`src/rtl/ptw_pkg.sv`:
```
package ptw_pkg;

    localparam int DATA_W      = 64;
    localparam int PS_W        = 6;
    localparam int BIT_HUGE    = 6;
    localparam int BIT_GLOBAL  = 6;
    localparam int BIT_HGLOBAL = 12;
    localparam int LVLF_LO     = 13;
    localparam int LVLF_W      = 2;

    typedef logic [DATA_W-1:0] word_t;

    typedef enum logic [1:0] {
        ST_IDLE = 2'd0,
        ST_REQ  = 2'd1,
        ST_WAIT = 2'd2
    } walk_state_e;

    typedef enum logic {
        KIND_DIR  = 1'b0,
        KIND_LEAF = 1'b1
    } step_kind_e;

    typedef struct packed {
        step_kind_e      kind;
        logic            odd;
        logic [PS_W-1:0] ps;
    } pend_t;

    function automatic word_t low_mask(input int unsigned n);
        if (n >= DATA_W) return '1;
        return (word_t'(1) << n) - word_t'(1);
    endfunction

    function automatic word_t strip_huge(input word_t e);
        word_t r;
        r = e;
        r[BIT_HUGE] = 1'b0;
        r[LVLF_LO +: LVLF_W] = '0;
        if (e[BIT_HGLOBAL]) begin
            r[BIT_HGLOBAL] = 1'b0;
            r[BIT_GLOBAL]  = 1'b1;
        end
        return r;
    endfunction

endpackage

```
`src/rtl/ptw_index_gen.sv`:
```
module ptw_index_gen
    import ptw_pkg::*;
#(
    parameter int VA_W  = 48,
    parameter int NLVL  = 4,
    parameter int LVL_W = 3
) (
    input  logic [VA_W-1:0]          va,
    input  logic [LVL_W-1:0]         sel,
    input  logic [(NLVL+1)*PS_W-1:0] shift_cfg,
    input  logic [(NLVL+1)*PS_W-1:0] width_cfg,
    output word_t                    idx
);
    logic [PS_W-1:0] shift_a [NLVL+1];
    logic [PS_W-1:0] width_a [NLVL+1];

    for (genvar g = 0; g <= NLVL; g++) begin : g_unpack
        assign shift_a[g] = shift_cfg[g*PS_W +: PS_W];
        assign width_a[g] = width_cfg[g*PS_W +: PS_W];
    end

    logic [PS_W-1:0] sh, wd;
    always_comb begin
        sh = '0;
        wd = '0;
        for (int i = 0; i <= NLVL; i++) begin
            if (sel == LVL_W'(i)) begin
                sh = shift_a[i];
                wd = width_a[i];
            end
        end
        idx = (word_t'(va) >> sh) & low_mask(int'(wd));
    end
endmodule

```
`src/rtl/ptw_entry_fmt.sv`:
```
module ptw_entry_fmt
    import ptw_pkg::*;
#(
    parameter int PA_W  = 48,
    parameter int NLVL  = 4,
    parameter int LVL_W = 3
) (
    input  word_t                    base,
    input  logic [LVL_W-1:0]         level,
    input  logic                     odd,
    input  logic [(NLVL+1)*PS_W-1:0] shift_cfg,
    input  logic [(NLVL+1)*PS_W-1:0] width_cfg,
    output word_t                    dir_tagged,
    output word_t                    leaf_half,
    output logic [PS_W-1:0]          leaf_ps
);
    localparam word_t PA_MASK = low_mask(PA_W);

    word_t            base_pa, stripped;
    logic [LVLF_W-1:0] elvl;
    logic [PS_W-1:0]  sh, wd;

    always_comb begin
        dir_tagged = base;
        if (base[LVLF_LO +: LVLF_W] == '0)
            dir_tagged[LVLF_LO +: LVLF_W] = level[LVLF_W-1:0];

        base_pa  = base & PA_MASK;
        elvl     = base_pa[LVLF_LO +: LVLF_W];
        stripped = strip_huge(base_pa);
        sh = '0;
        wd = '0;
        for (int i = 0; i <= NLVL; i++) begin
            if (32'(elvl) == i) begin
                sh = shift_cfg[i*PS_W +: PS_W];
                wd = width_cfg[i*PS_W +: PS_W];
            end
        end
        leaf_ps   = sh + wd - PS_W'(1);
        leaf_half = odd ? stripped + (word_t'(1) << leaf_ps) : stripped;
    end
endmodule

```
`src/rtl/ptw_walk_ctrl.sv`:
```
module ptw_walk_ctrl
    import ptw_pkg::*;
#(
    parameter int PA_W = 48
) (
    input  logic            clk,
    input  logic            rst,
    input  logic            cmd_fire,
    input  logic            cmd_imm,
    input  word_t           imm_val,
    input  step_kind_e      cmd_kind,
    input  logic            cmd_odd,
    input  logic [PS_W-1:0] cmd_ps,
    input  logic [PA_W-1:0] cmd_addr,
    output logic            idle,
    output logic            mem_req_valid,
    input  logic            mem_req_ready,
    output logic [PA_W-1:0] mem_req_addr,
    input  logic            mem_rsp_valid,
    input  word_t           mem_rsp_data,
    output logic            done,
    output word_t           res_data,
    output word_t           refill_even,
    output word_t           refill_odd,
    output logic [PS_W-1:0] refill_ps
);
    localparam word_t PA_MASK = low_mask(PA_W);

    walk_state_e state;
    pend_t       pend;

    logic            wr_en, wr_odd;
    word_t           wr_val;
    logic [PS_W-1:0] wr_ps;

    assign idle          = (state == ST_IDLE);
    assign mem_req_valid = (state == ST_REQ);

    always_comb begin
        wr_en  = 1'b0;
        wr_odd = 1'b0;
        wr_val = '0;
        wr_ps  = '0;
        if (state == ST_IDLE && cmd_fire && cmd_imm && cmd_kind == KIND_LEAF) begin
            wr_en  = 1'b1;
            wr_odd = cmd_odd;
            wr_val = imm_val;
            wr_ps  = cmd_ps;
        end else if (state == ST_WAIT && mem_rsp_valid && pend.kind == KIND_LEAF) begin
            wr_en  = 1'b1;
            wr_odd = pend.odd;
            wr_val = mem_rsp_data & PA_MASK;
            wr_ps  = pend.ps;
        end
    end

    always_ff @(posedge clk) begin
        if (rst) begin
            state        <= ST_IDLE;
            pend         <= '0;
            mem_req_addr <= '0;
            done         <= 1'b0;
            res_data     <= '0;
            refill_even  <= '0;
            refill_odd   <= '0;
            refill_ps    <= '0;
        end else begin
            done <= 1'b0;
            unique case (state)
                ST_IDLE: if (cmd_fire) begin
                    if (cmd_imm) begin
                        done     <= 1'b1;
                        res_data <= imm_val;
                    end else begin
                        state        <= ST_REQ;
                        mem_req_addr <= cmd_addr;
                        pend         <= '{kind: cmd_kind, odd: cmd_odd, ps: cmd_ps};
                    end
                end
                ST_REQ: if (mem_req_ready) state <= ST_WAIT;
                ST_WAIT: if (mem_rsp_valid) begin
                    done     <= 1'b1;
                    res_data <= mem_rsp_data & PA_MASK;
                    state    <= ST_IDLE;
                end
                default: state <= ST_IDLE;
            endcase
            if (wr_en) begin
                if (wr_odd) refill_odd  <= wr_val;
                else        refill_even <= wr_val;
                refill_ps <= wr_ps;
            end
        end
    end

    AST_REQ_HOLD: assert property (@(posedge clk) disable iff (rst)
        (mem_req_valid && !mem_req_ready) |=> (mem_req_valid && $stable(mem_req_addr)));
    AST_BUSY_QUIET: assert property (@(posedge clk) disable iff (rst)
        (!idle) |-> (!done));
    AST_RSP_MASKED: assert property (@(posedge clk) disable iff (rst)
        (state == ST_WAIT && mem_rsp_valid) |=> (done && ((res_data & ~PA_MASK) == '0)));
    AST_DIR_KEEPS_REFILL: assert property (@(posedge clk) disable iff (rst)
        (idle && cmd_fire && cmd_imm && cmd_kind == KIND_DIR)
        |=> ($stable(refill_even) && $stable(refill_odd)));
endmodule

```
`src/rtl/ptw_step_unit.sv`:
```
module ptw_step_unit
    import ptw_pkg::*;
#(
    parameter int PA_W  = 48,
    parameter int VA_W  = 48,
    parameter int NLVL  = 4,
    parameter int LVL_W = 3
) (
    input  logic                     clk,
    input  logic                     rst,
    input  logic                     cmd_valid,
    output logic                     cmd_ready,
    input  logic                     cmd_leaf,
    input  logic [63:0]              cmd_base,
    input  logic [LVL_W-1:0]         cmd_level,
    input  logic                     cmd_odd,
    input  logic [VA_W-1:0]          fault_va,
    input  logic [(NLVL+1)*6-1:0]    lvl_shift_cfg,
    input  logic [(NLVL+1)*6-1:0]    lvl_width_cfg,
    output logic                     mem_req_valid,
    input  logic                     mem_req_ready,
    output logic [PA_W-1:0]          mem_req_addr,
    input  logic                     mem_rsp_valid,
    input  logic [63:0]              mem_rsp_data,
    output logic                     done,
    output logic [63:0]              res_data,
    output logic [63:0]              refill_even,
    output logic [63:0]              refill_odd,
    output logic [5:0]               refill_ps
);
    localparam word_t PA_MASK = low_mask(PA_W);

    logic            lvl_ok, is_huge, imm, fire, idle;
    logic [LVL_W-1:0] idx_sel;
    word_t           idx_raw, idx_use, dir_tagged, leaf_half, imm_val, addr_full;
    logic [PS_W-1:0] huge_ps, step_ps;
    step_kind_e      kind;

    assign kind    = cmd_leaf ? KIND_LEAF : KIND_DIR;
    assign lvl_ok  = (cmd_level != '0) && (cmd_level <= LVL_W'(NLVL));
    assign is_huge = cmd_base[BIT_HUGE];
    assign idx_sel = cmd_leaf ? '0 : cmd_level;

    ptw_index_gen #(.VA_W(VA_W), .NLVL(NLVL), .LVL_W(LVL_W)) u_idx (
        .va(fault_va), .sel(idx_sel), .shift_cfg(lvl_shift_cfg),
        .width_cfg(lvl_width_cfg), .idx(idx_raw)
    );

    ptw_entry_fmt #(.PA_W(PA_W), .NLVL(NLVL), .LVL_W(LVL_W)) u_fmt (
        .base(cmd_base), .level(cmd_level), .odd(cmd_odd),
        .shift_cfg(lvl_shift_cfg), .width_cfg(lvl_width_cfg),
        .dir_tagged(dir_tagged), .leaf_half(leaf_half), .leaf_ps(huge_ps)
    );

    always_comb begin
        if (cmd_leaf) begin
            imm     = is_huge;
            imm_val = leaf_half;
            step_ps = is_huge ? huge_ps : lvl_shift_cfg[PS_W-1:0];
            idx_use = {idx_raw[DATA_W-1:1], 1'b0} + word_t'(cmd_odd);
        end else begin
            imm     = !lvl_ok || is_huge;
            imm_val = (!lvl_ok || cmd_level == LVL_W'(NLVL)) ? cmd_base : dir_tagged;
            step_ps = '0;
            idx_use = idx_raw;
        end
        addr_full = (cmd_base & PA_MASK) | (idx_use << 3);
    end

    assign cmd_ready = idle;
    assign fire      = cmd_valid && idle;

    ptw_walk_ctrl #(.PA_W(PA_W)) u_ctrl (
        .clk(clk), .rst(rst), .cmd_fire(fire), .cmd_imm(imm), .imm_val(imm_val),
        .cmd_kind(kind), .cmd_odd(cmd_odd), .cmd_ps(step_ps),
        .cmd_addr(addr_full[PA_W-1:0]), .idle(idle),
        .mem_req_valid(mem_req_valid), .mem_req_ready(mem_req_ready),
        .mem_req_addr(mem_req_addr), .mem_rsp_valid(mem_rsp_valid),
        .mem_rsp_data(mem_rsp_data), .done(done), .res_data(res_data),
        .refill_even(refill_even), .refill_odd(refill_odd), .refill_ps(refill_ps)
    );

    AST_DIR_PASS: assert property (@(posedge clk) disable iff (rst)
        (fire && !cmd_leaf && !lvl_ok) |=> (done && res_data == $past(cmd_base)));
    AST_DIR_TAG: assert property (@(posedge clk) disable iff (rst)
        (fire && !cmd_leaf && is_huge && lvl_ok && cmd_level != LVL_W'(NLVL))
        |=> (done && !mem_req_valid && res_data[LVLF_LO +: LVLF_W] != '0));
endmodule

```
`config.mk`:
```
export PLATFORM = sky130hd
export DESIGN_NAME = ptw_step_unit
export DESIGN_NICKNAME = d
export VERILOG_FILES = /design/src/rtl/ptw_pkg.sv /design/src/rtl/ptw_index_gen.sv /design/src/rtl/ptw_entry_fmt.sv /design/src/rtl/ptw_walk_ctrl.sv /design/src/rtl/ptw_step_unit.sv
export SDC_FILE = /design/constraint.sdc
export NUM_CORES = 1
export LEC_CHECK = 0
export CAP_MARGIN = 20
export CORE_UTILIZATION = 40
export CTS_CLUSTER_DIAMETER = 100
export DETAILED_ROUTE_END_ITERATION = 16
export PLACE_DENSITY_LB_ADDON = 0.08
export SLEW_MARGIN = 20
export SYNTH_ARGS = -nofsm -noshare
export SYNTH_HDL_FRONTEND = slang
export SYNTH_SLANG_ARGS = --single-unit
```
`constraint.sdc`:
```
create_clock -name clk -period 6.9 [get_ports clk]
set_clock_uncertainty 0.1 [all_clocks]
set_input_delay 1.38 -clock clk [delete_from_list [all_inputs] [get_ports clk]]
set_output_delay 1.38 -clock clk [all_outputs]
set_load 0.01 [all_outputs]
```
==> reports/results.ini, run 1 <==
[route]
drt-total-wl_um=95400
drt_iter0_markers=2841
drc=0
wire_per_inst_um=25.5
drtAntennaViolNets=0
drtPass1Iterations=7
via_per_inst=6.15
vias=23000

[final_layout]
fin_cells=3741
nets=3413
fillers=4409
drive_gt1_share_pct=14.2
syn_to_final_growth_pct=43.4
fin_util_pct=58.0

[global_route]
grt_pass1_wl_um=137000
antenna_found_initial=5
first_global_vias=21200
track_usage_pct=38.2
grt_max_degree=104
overflow=0

[setup_path]
reg2reg_depth=10
critical_path_required_ps=7240
worstReg2RegStart=u_ctrl.state[1]
endpoint_kind=flop
r2r_end=u_ctrl.refill_odd[39]
crit_type=input pin to flop
worstPathMaxFanout=6
start_kind=input pin
crit_arrival_ps=7070
r2r_slack_ps=3510

[clock_tree]
cts_hold_buffers=0
cts_tree=done
cts-htree-levels=1
clockRootBuffer=clkbuf_16
worstSkewPairLatency_ps=580
max-clock-path-buffers=3
clock-sinks=257
numCtsBuffers=29
clk_pin_slew_worst_paths_ps=60

[floorplan]
std_cell_rows=79
fp.dieArea_mm2=0.0479
dieHeight_um=219
start_util_pct=40.5
die-width_um=219
ios=495
core_area_mm2=0.0465

[sta]
finalHoldViolCount=0
slew_viol_final=0
period_share_pct=97.6
relSlewSlack_pct=26.3
finalSetupViolations=0
period_minus_slack_ps=6730
setup_slack_ps=168
max_freq_ghz=0.149
worst_slew_pin_slew_ps=1110
hold_ws_ps=354

[placed_design]
place_ws_ps=-884
port_buffers=478
dp_hpwl_um=75600
dp_cells=3683
gp_congestion=1.03

[power]
switching_share_pct=38.1
power.share.sequential_pct=29.0
pwr-share-clk_pct=28.0
p_leak_nw=11.0
p_switching_mw=2.14
irDropWorstVdd_mv=0.204
p_per_area_mw_per_mm2=209
intPower_mw=3.49
combPwrFrac_pct=43.0

[synth]
syn-num-nets=2804
synth_top_area_share_pct=27.4
yosys.area.top_type=dfxtp_1
syn_avg_cell_area_um2=7.52
async_flop_share_pct=0
yosysSeqAreaShare_pct=27.4
dominantRegCellSynth=dfxtp_1
yosysWarnings=0
syn_area_mm2=0.0188
synth-seq-cells=257
synthTopCellsByArea=dfxtp_1 27%, mux2i_1 8.3%, nor2_1 7.4%
synth_cell_type_count=86
syn_inst=2500
synth_edf_count=0

[hold_path]
min_from=u_ctrl.mem_req_addr[2]
min_path_cells=2
min_path_type=flop to flop
hold-path-endpoint=u_ctrl.mem_req_addr[2]

[run_status]
outcome=finished clean

[job]
cap_viol_max_count=0

## worst max path at each step
stage | start | endpoint | slack [ps]
after floorplan | cmd_base[13] | u_ctrl.refill_odd[9] | 70
after global placement | cmd_base[13] | u_ctrl.refill_odd[44] | -810
after detailed placement | cmd_base[13] | u_ctrl.refill_even[35] | -880
after CTS | cmd_base[14] | u_ctrl.refill_even[35] | 90
after global routing | lvl_width_cfg[1] | u_ctrl.refill_even[9] | -30
final | lvl_width_cfg[1] | u_ctrl.refill_odd[36] | 170
## logic make-up (layout without fill, tap and decap cells)
group / after synthesis / in the layout / synth area share (%)
AOI/OAI and AO/OA: 799 / 799 / 28.9
buffers and inverters: 255 / 886 / 5.80
xor gates and xnor gates: 45 / 45 / 2.18
muxes: 182 / 182 / 10.7
DFF: 257 / 257 / 27.4
adders and majority gates: 58 / 58 / 3.94
and+or+nand+nor: 904 / 904 / 21.1
other: 0 / 3 / 0
## routing by layer
layer,wire length (um),GRT usage (%),vias up,share of wire [%]
met5,7,0,-,0.0073
met4,3840,13.4,2,4.0
met3,10300,9.16,207,11
met2,39900,55.9,1369,42
met1,41400,54.2,11000,43
li1,-,-,10500,-
## cells in the mapped netlist (7+ instances only)
library cell	n
nor2_1	371
nand2_1	261
dfxtp_1	257
a21oi_1	197
mux2i_1	156
clkbuf_1	142
a211oi_1	115
o21ai_0	108
nor3_1	70
nand3_1	63
ha_1	56
inv_1	46
a21o_1	45
a22oi_1	40
a31oi_1	39
and3_1	37
buf_2	37
o211ai_1	31
xnor2_1	30
a311oi_1	21
o22ai_1	21
o2bb2ai_1	18
mux4_2	14
or3_1	14
xor2_1	14
buf_1	13
a221oi_1	12
mux2_2	12
nand4_1	12
nor4_1	12
o31ai_1	12
a211o_1	11
buf_4	11
nand2b_1	11
a32oi_1	10
o21bai_1	10
a2111oi_0	9
and2_1	9
nand3b_1	9
o21a_1	8
a31o_2	7
a41oi_1	7
and4_1	7
## layout make-up
cell class	count	area, um^2	share of cell area [%]
timing repair buffer	787	7140	26.5
clock buffer	42	855	3.17
sequential	257	5140	19.1
antenna	3	7.51	0.0278
clock inverter	11	115	0.427
tap	607	759	2.82
inverter	46	173	0.640
multi-input combinational	1988	12800	47.4
## flip-flops by register name, indices dropped and copies added, names as in the netlist
signal / cells
u_ctrl.refill_even: 64
u_ctrl.refill_odd: 64
u_ctrl.res_data: 64
u_ctrl.mem_req_addr: 48
u_ctrl.pend: 8
u_ctrl.refill_ps: 6
u_ctrl.state: 2
u_ctrl.done: 1
## cell usage in the layout (no fill, tap or decap), drive strengths merged, types with 12 or more instances in the layout
cell type,instances
a211oi,115
a21o,45
a21oi,199
a221oi,12
a22oi,40
a311oi,21
a31oi,40
and3,37
buf,310
clkbuf,42
clkdlybuf4s50,475
dfxtp,257
ha,56
inv,49
mux2,12
mux2i,156
mux4,14
nand2,261
nand3,63
nand4,12
nor2,372
nor3,72
nor4,12
o211ai,31
o21ai,113
o22ai,22
o2bb2ai,18
o31ai,14
or3,14
xnor2,30
xor2,14
## per-stage QoR
step | power, mW | cell area, um^2 | TNS [ps]
2_1_floorplan | 2.79 | 18800 | 0
3_3_place_gp | 3.97 | 25800 | -40700
3_5_place_dp | 3.98 | 25800 | -48570
4_1_cts | 5.56 | 26800 | 0
5_1_grt | 5.84 | 27000 | -50.4
6_report | 5.64 | 27000 | 0
## power groups by stage
stage	Clock [mW]	Sequential [mW]	Combinational, mW
after floorplan	0	1.68	1.11
after global placement	0	1.66	2.31
after detailed placement	0	1.66	2.32
after CTS	1.59	1.63	2.34
after global routing	1.65	1.64	2.55
final	1.58	1.63	2.43
## timing repair
action / in CTS / in global routing
endpoints found under the hold margin: 0 / 0
gates resized for setup: 7 / 19
cloned: 0 / 0
pin swaps: 0 / 4
setup buffers: 1 / 0
setup endpoints to repair: 37 / 34
## worst max-delay path, stage by stage
cell and delay, ps:
clkdlybuf4s50_1 480, mux4_2 480, inv_1 70, ha_1 230
inv_1 90, ha_1 170, inv_1 50, fa_1 390
inv_1 70, a21o_1 110, a21oi_1 70, xnor3_2 320
nor2b_4 200, nand2_1 70, buf_4 160, nor2_1 140
ha_1 270, a21o_1 170, a21o_1 180, a221oi_1 300
buf_4 180, nor3_1 60, nor3b_1 360, xnor2_1 220
a222oi_1 550, buf_4 230, a211oi_1 60
(Power assumes the default switching activity.)
==> inputs of run 2 (changes only) <==
--- a/config.mk
+++ b/config.mk
@@ -5,6 +5,7 @@
 export SDC_FILE = /design/constraint.sdc
 export NUM_CORES = 1
 export LEC_CHECK = 0
+export ABC_AREA = 1
 export CAP_MARGIN = 20
 export CORE_UTILIZATION = 40
 export CTS_CLUSTER_DIAMETER = 100
==> run 2 against run 1 <==
Against the previous run: worst setup slack improved by 370 ps; utilization down 0.79 points; sequential power about the same; sequential share of layout area down 0.38 points; worst hold slack got worse by 15 ps; synthesized area rose by 4.5%; combinational power fell by 3%; critical path type unchanged.
==> reports/results.ini, run 2 <==
[clock_tree]
cts_hold_buffers=0  ; unchanged
max-clock-path-buffers=3  ; unchanged
clockRootBuffer=clkbuf_16  ; unchanged
cts-htree-levels=1  ; unchanged
post-cts-setup-buffers=0  ; was 1
numCtsBuffers=31  ; was 29
cts_tree=done  ; unchanged
clock-sinks=257  ; unchanged
clk_pin_slew_worst_paths_ps=60  ; about the same
worstSkewPairLatency_ps=600  ; was 580 ps

[sta]
finalSetupViolations=0  ; unchanged
period_share_pct=92.2  ; was 97.6%
worst_slew_pin_slew_ps=1090  ; was 1110 ps
finalHoldViolCount=0  ; unchanged
grt_setup_unrepaired=false
relSlewSlack_pct=27.3  ; was 26.3%
hold_ws_ps=339  ; was 354 ps
period_minus_slack_ps=6360  ; was 6730 ps
max_freq_ghz=0.157  ; was 0.149 GHz
slew_viol_final=0  ; unchanged
setup_slack_ps=540  ; was 168 ps

[job]
cap_viol_max_count=0  ; unchanged

[setup_path]
endpoint_kind=flop  ; unchanged
cpMostUsedCell=nand2_1  ; was inv_1
crit_arrival_ps=6740  ; was 7070 ps
path_delay_family=simple AND/OR/NAND/NOR gates  ; was compound AO/OA/AOI/OAI gates
cp_slowest_stage_delay_ps=380  ; was 550 ps
start_kind=input pin  ; unchanged
worstPathMaxFanout=7  ; was 6
crit_type=input pin to flop  ; unchanged
critical_path_required_ps=7280  ; was 7240 ps
cpMaxStageDelayCell=fa_1  ; was a222oi_1
cp.buffers_inverters=9  ; was 8

[synth]
syn_inst=3244  ; was 2500
dominantRegCellSynth=dfxtp_1  ; unchanged
synthAdderAreaFrac_pct=3.77  ; was 3.94%
async_flop_share_pct=0  ; unchanged
yosysSeqAreaShare_pct=26.2  ; was 27.4%
yosys.cell_count.top_type=nand2_1  ; was nor2_1
synthTopCellsByArea=dfxtp_1 26%, nand2_1 15%, o21ai_0 8.8%  ; was dfxtp_1 27%, mux2i_1 8.3%, nor2_1 7.4%
synth_top_area_share_pct=26.2  ; was 27.4%
syn-num-nets=3548  ; was 2804
synth_edf_count=0  ; unchanged
synth-seq-cells=257  ; unchanged
synth_cell_type_count=56  ; was 86
synth_xor_area_share_pct=2.18  ; about the same
syn_avg_cell_area_um2=6.06  ; was 7.52 um^2
yosys.area.top_type=dfxtp_1  ; unchanged
synth_top_family_by_area=simple AND/OR/NAND/NOR gates  ; was compound AO/OA/AOI/OAI gates
synth.area.mux_share_pct=0.255  ; was 10.7%
synth_simple_gate_area_share_pct=35.6  ; was 21.1%
synth_common_cells=778 x nand2_1, 347 x o21ai_0, 333 x nor2_1, 304 x inv_1, 304 x nand3_1  ; was 371 x nor2_1, 261 x nand2_1, 257 x dfxtp_1, 197 x a21oi_1, 156 x mux2i_1
synth_compound_area_share_pct=22.0  ; was 28.9%
yosysWarnings=0  ; unchanged
syn_area_mm2=0.0196  ; was 0.0188 mm^2

[run_status]
outcome=finished clean  ; unchanged

[power]
switching_share_pct=37.7  ; was 38.1%
combPwrFrac_pct=40.6  ; was 43.0%
p_leak_nw=12.8  ; was 11.0 nW
intPower_mw=3.60  ; was 3.49 mW
irDropWorstVdd_mv=0.192  ; was 0.204 mV
p_switching_mw=2.18  ; was 2.14 mW
pwr-share-clk_pct=31.3  ; was 28.0%
p_per_area_mw_per_mm2=210  ; was 209 mW/mm^2
power.share.sequential_pct=28.1  ; was 29.0%

[floorplan]
ios=495  ; unchanged
std_cell_rows=80  ; was 79
dieHeight_um=224  ; was 219 um
start_util_pct=40.9  ; was 40.5%
die-width_um=224  ; was 219 um
core_area_mm2=0.0480  ; was 0.0465 mm^2
fp.dieArea_mm2=0.0500  ; was 0.0479 mm^2

[final_layout]
syn_to_final_growth_pct=40.0  ; was 43.4%
mostFrequentLayoutCell=nand2_1  ; was clkdlybuf4s50_1
fillers=4721  ; was 4409
nets=4125  ; was 3413
reg_top3=u_ctrl.refill_even: 64 flops, u_ctrl.refill_odd: 64 flops, u_ctrl.res_data: 64 flops  ; unchanged
layout.cells.most_common_list=775 x nand2_1, 475 x clkdlybuf4s50_1, 344 x o21ai_0, 331 x nor2_1, 304 x nand3_1  ; was 475 x clkdlybuf4s50_1, 369 x nor2_1, 307 x buf_4, 258 x nand2_1, 257 x dfxtp_1
drive_gt1_share_pct=10.9  ; was 14.2%

[placed_design]
place_ws_ps=-341  ; was -884 ps
gp_congestion=0.990  ; was 1.03
dp_hpwl_um=72100  ; was 75600 um
port_buffers=478  ; unchanged

[route]
drc=0  ; unchanged
vias=24700  ; was 23.0k
via_per_inst=5.53  ; was 6.15
wire_per_inst_um=20.5  ; was 25.5 um
drt_iter0_markers=2302  ; was 2841
drtPass1Iterations=7  ; unchanged
drt-total-wl_um=91600  ; was 95400 um
drtAntennaViolNets=0  ; unchanged

[hold_path]
min_path_type=flop to flop  ; unchanged

[global_route]
grt_pass1_wl_um=139000  ; was 137000 um
grt_max_degree=111  ; was 104
track_usage_pct=35.7  ; was 38.2%
antenna_found_initial=2  ; was 5
overflow=0  ; unchanged
first_global_vias=23400  ; was 21.2k

[run 2: changes by cell type in the layout (fill, tap and decap cells not counted), sizes merged, moves of 29 or more]
cell,change
inv,+278
nand3,+255
and3,-36
a31oi,-29
o21ai,+255
nand2,+530
o21bai,+60
a21o,-40
a21oi,+49
mux2i,-151
buf,-64
a211oi,-110
a22oi,-39
nor3,-35
[run 2: cells by family after synthesis]
family / after synthesis
AND/OR/NAND/NOR: 1592
AO/OA/AOI/OAI: 779
multiplexers: 5
flip-flops: 257
buffers and inverters: 504
adder cells (fa/ha/maj): 58
XOR/XNOR: 49
[run 2: final timing paths]
path                          startpoint                     end  slack, ps  cells past startpoint
setup / recovery            cmd_base[13]  u_ctrl.refill_even[12]        540                     38
hold / removal    u_ctrl.refill_even[58]  u_ctrl.refill_even[58]        340                      2
setup reg to reg         u_ctrl.state[1]  u_ctrl.refill_even[12]       2400                      9
hold reg to reg   u_ctrl.refill_even[58]  u_ctrl.refill_even[58]        340                      2
[run 2: power groups by stage]
stage	clock network, mW	registers [mW]	logic, mW
after floorplan	0	1.69	1.21
after global placement	0	1.65	2.29
after detailed placement	0	1.65	2.30
after CTS	1.83	1.62	2.31
after global routing	1.88	1.63	2.55
final	1.81	1.62	2.35
[run 2: what timing repair did]
item                                   4_1_cts  5_1_grt
resized for setup                            0        8
endpoints found under the hold margin        0        0
setup endpoints to repair                    0       74
[run 2: per-stage QoR]
step                std cells  setup TNS, ps  util, %  total power [mW]  cell area, um^2
global route             4462              0     57.3              6.07            27500
global placement         4403          -8420     54.8              3.94            26400
CTS                      4461              0     57.2              5.77            27500
floorplan                3244              0        -              2.89            19600
finish                   4463              0     57.3              5.78            27500
detailed placement       4403         -13340     54.8              3.96            26400
[run 2: cell type report]
| class | instances | area, um^2 | area share (%) |
|---|---|---|---|
| repair buffers | 723 | 6650 | 24.2 |
| inverters | 325 | 1220 | 4.45 |
| clock buffers | 44 | 925 | 3.36 |
| multi-input cells | 2483 | 12600 | 45.7 |
| diodes | 2 | 5.00 | 0.0182 |
| flip-flops and latches | 257 | 5140 | 18.7 |
| well taps | 615 | 769 | 2.80 |
| clock inverters | 14 | 213 | 0.773 |
[run 2: routing by layer]
metal | share of wire (%) | track usage (%)
met1 | 41 | 45.8
met2 | 47 | 59.9
met3 | 7.2 | 4.74
met4 | 4.8 | 15.5
met5 | 0.014 | 0
[run 2: worst reg2reg max path: stages (launching register included)]
cell and delay [ps]:
dfxtp_1 400, nand2_4 470, inv_1 660, nand3_1 270
nand2_1 130, inv_1 170, nor2_4 650, clkinv_2 1000
o21bai_1 480, inv_1 60
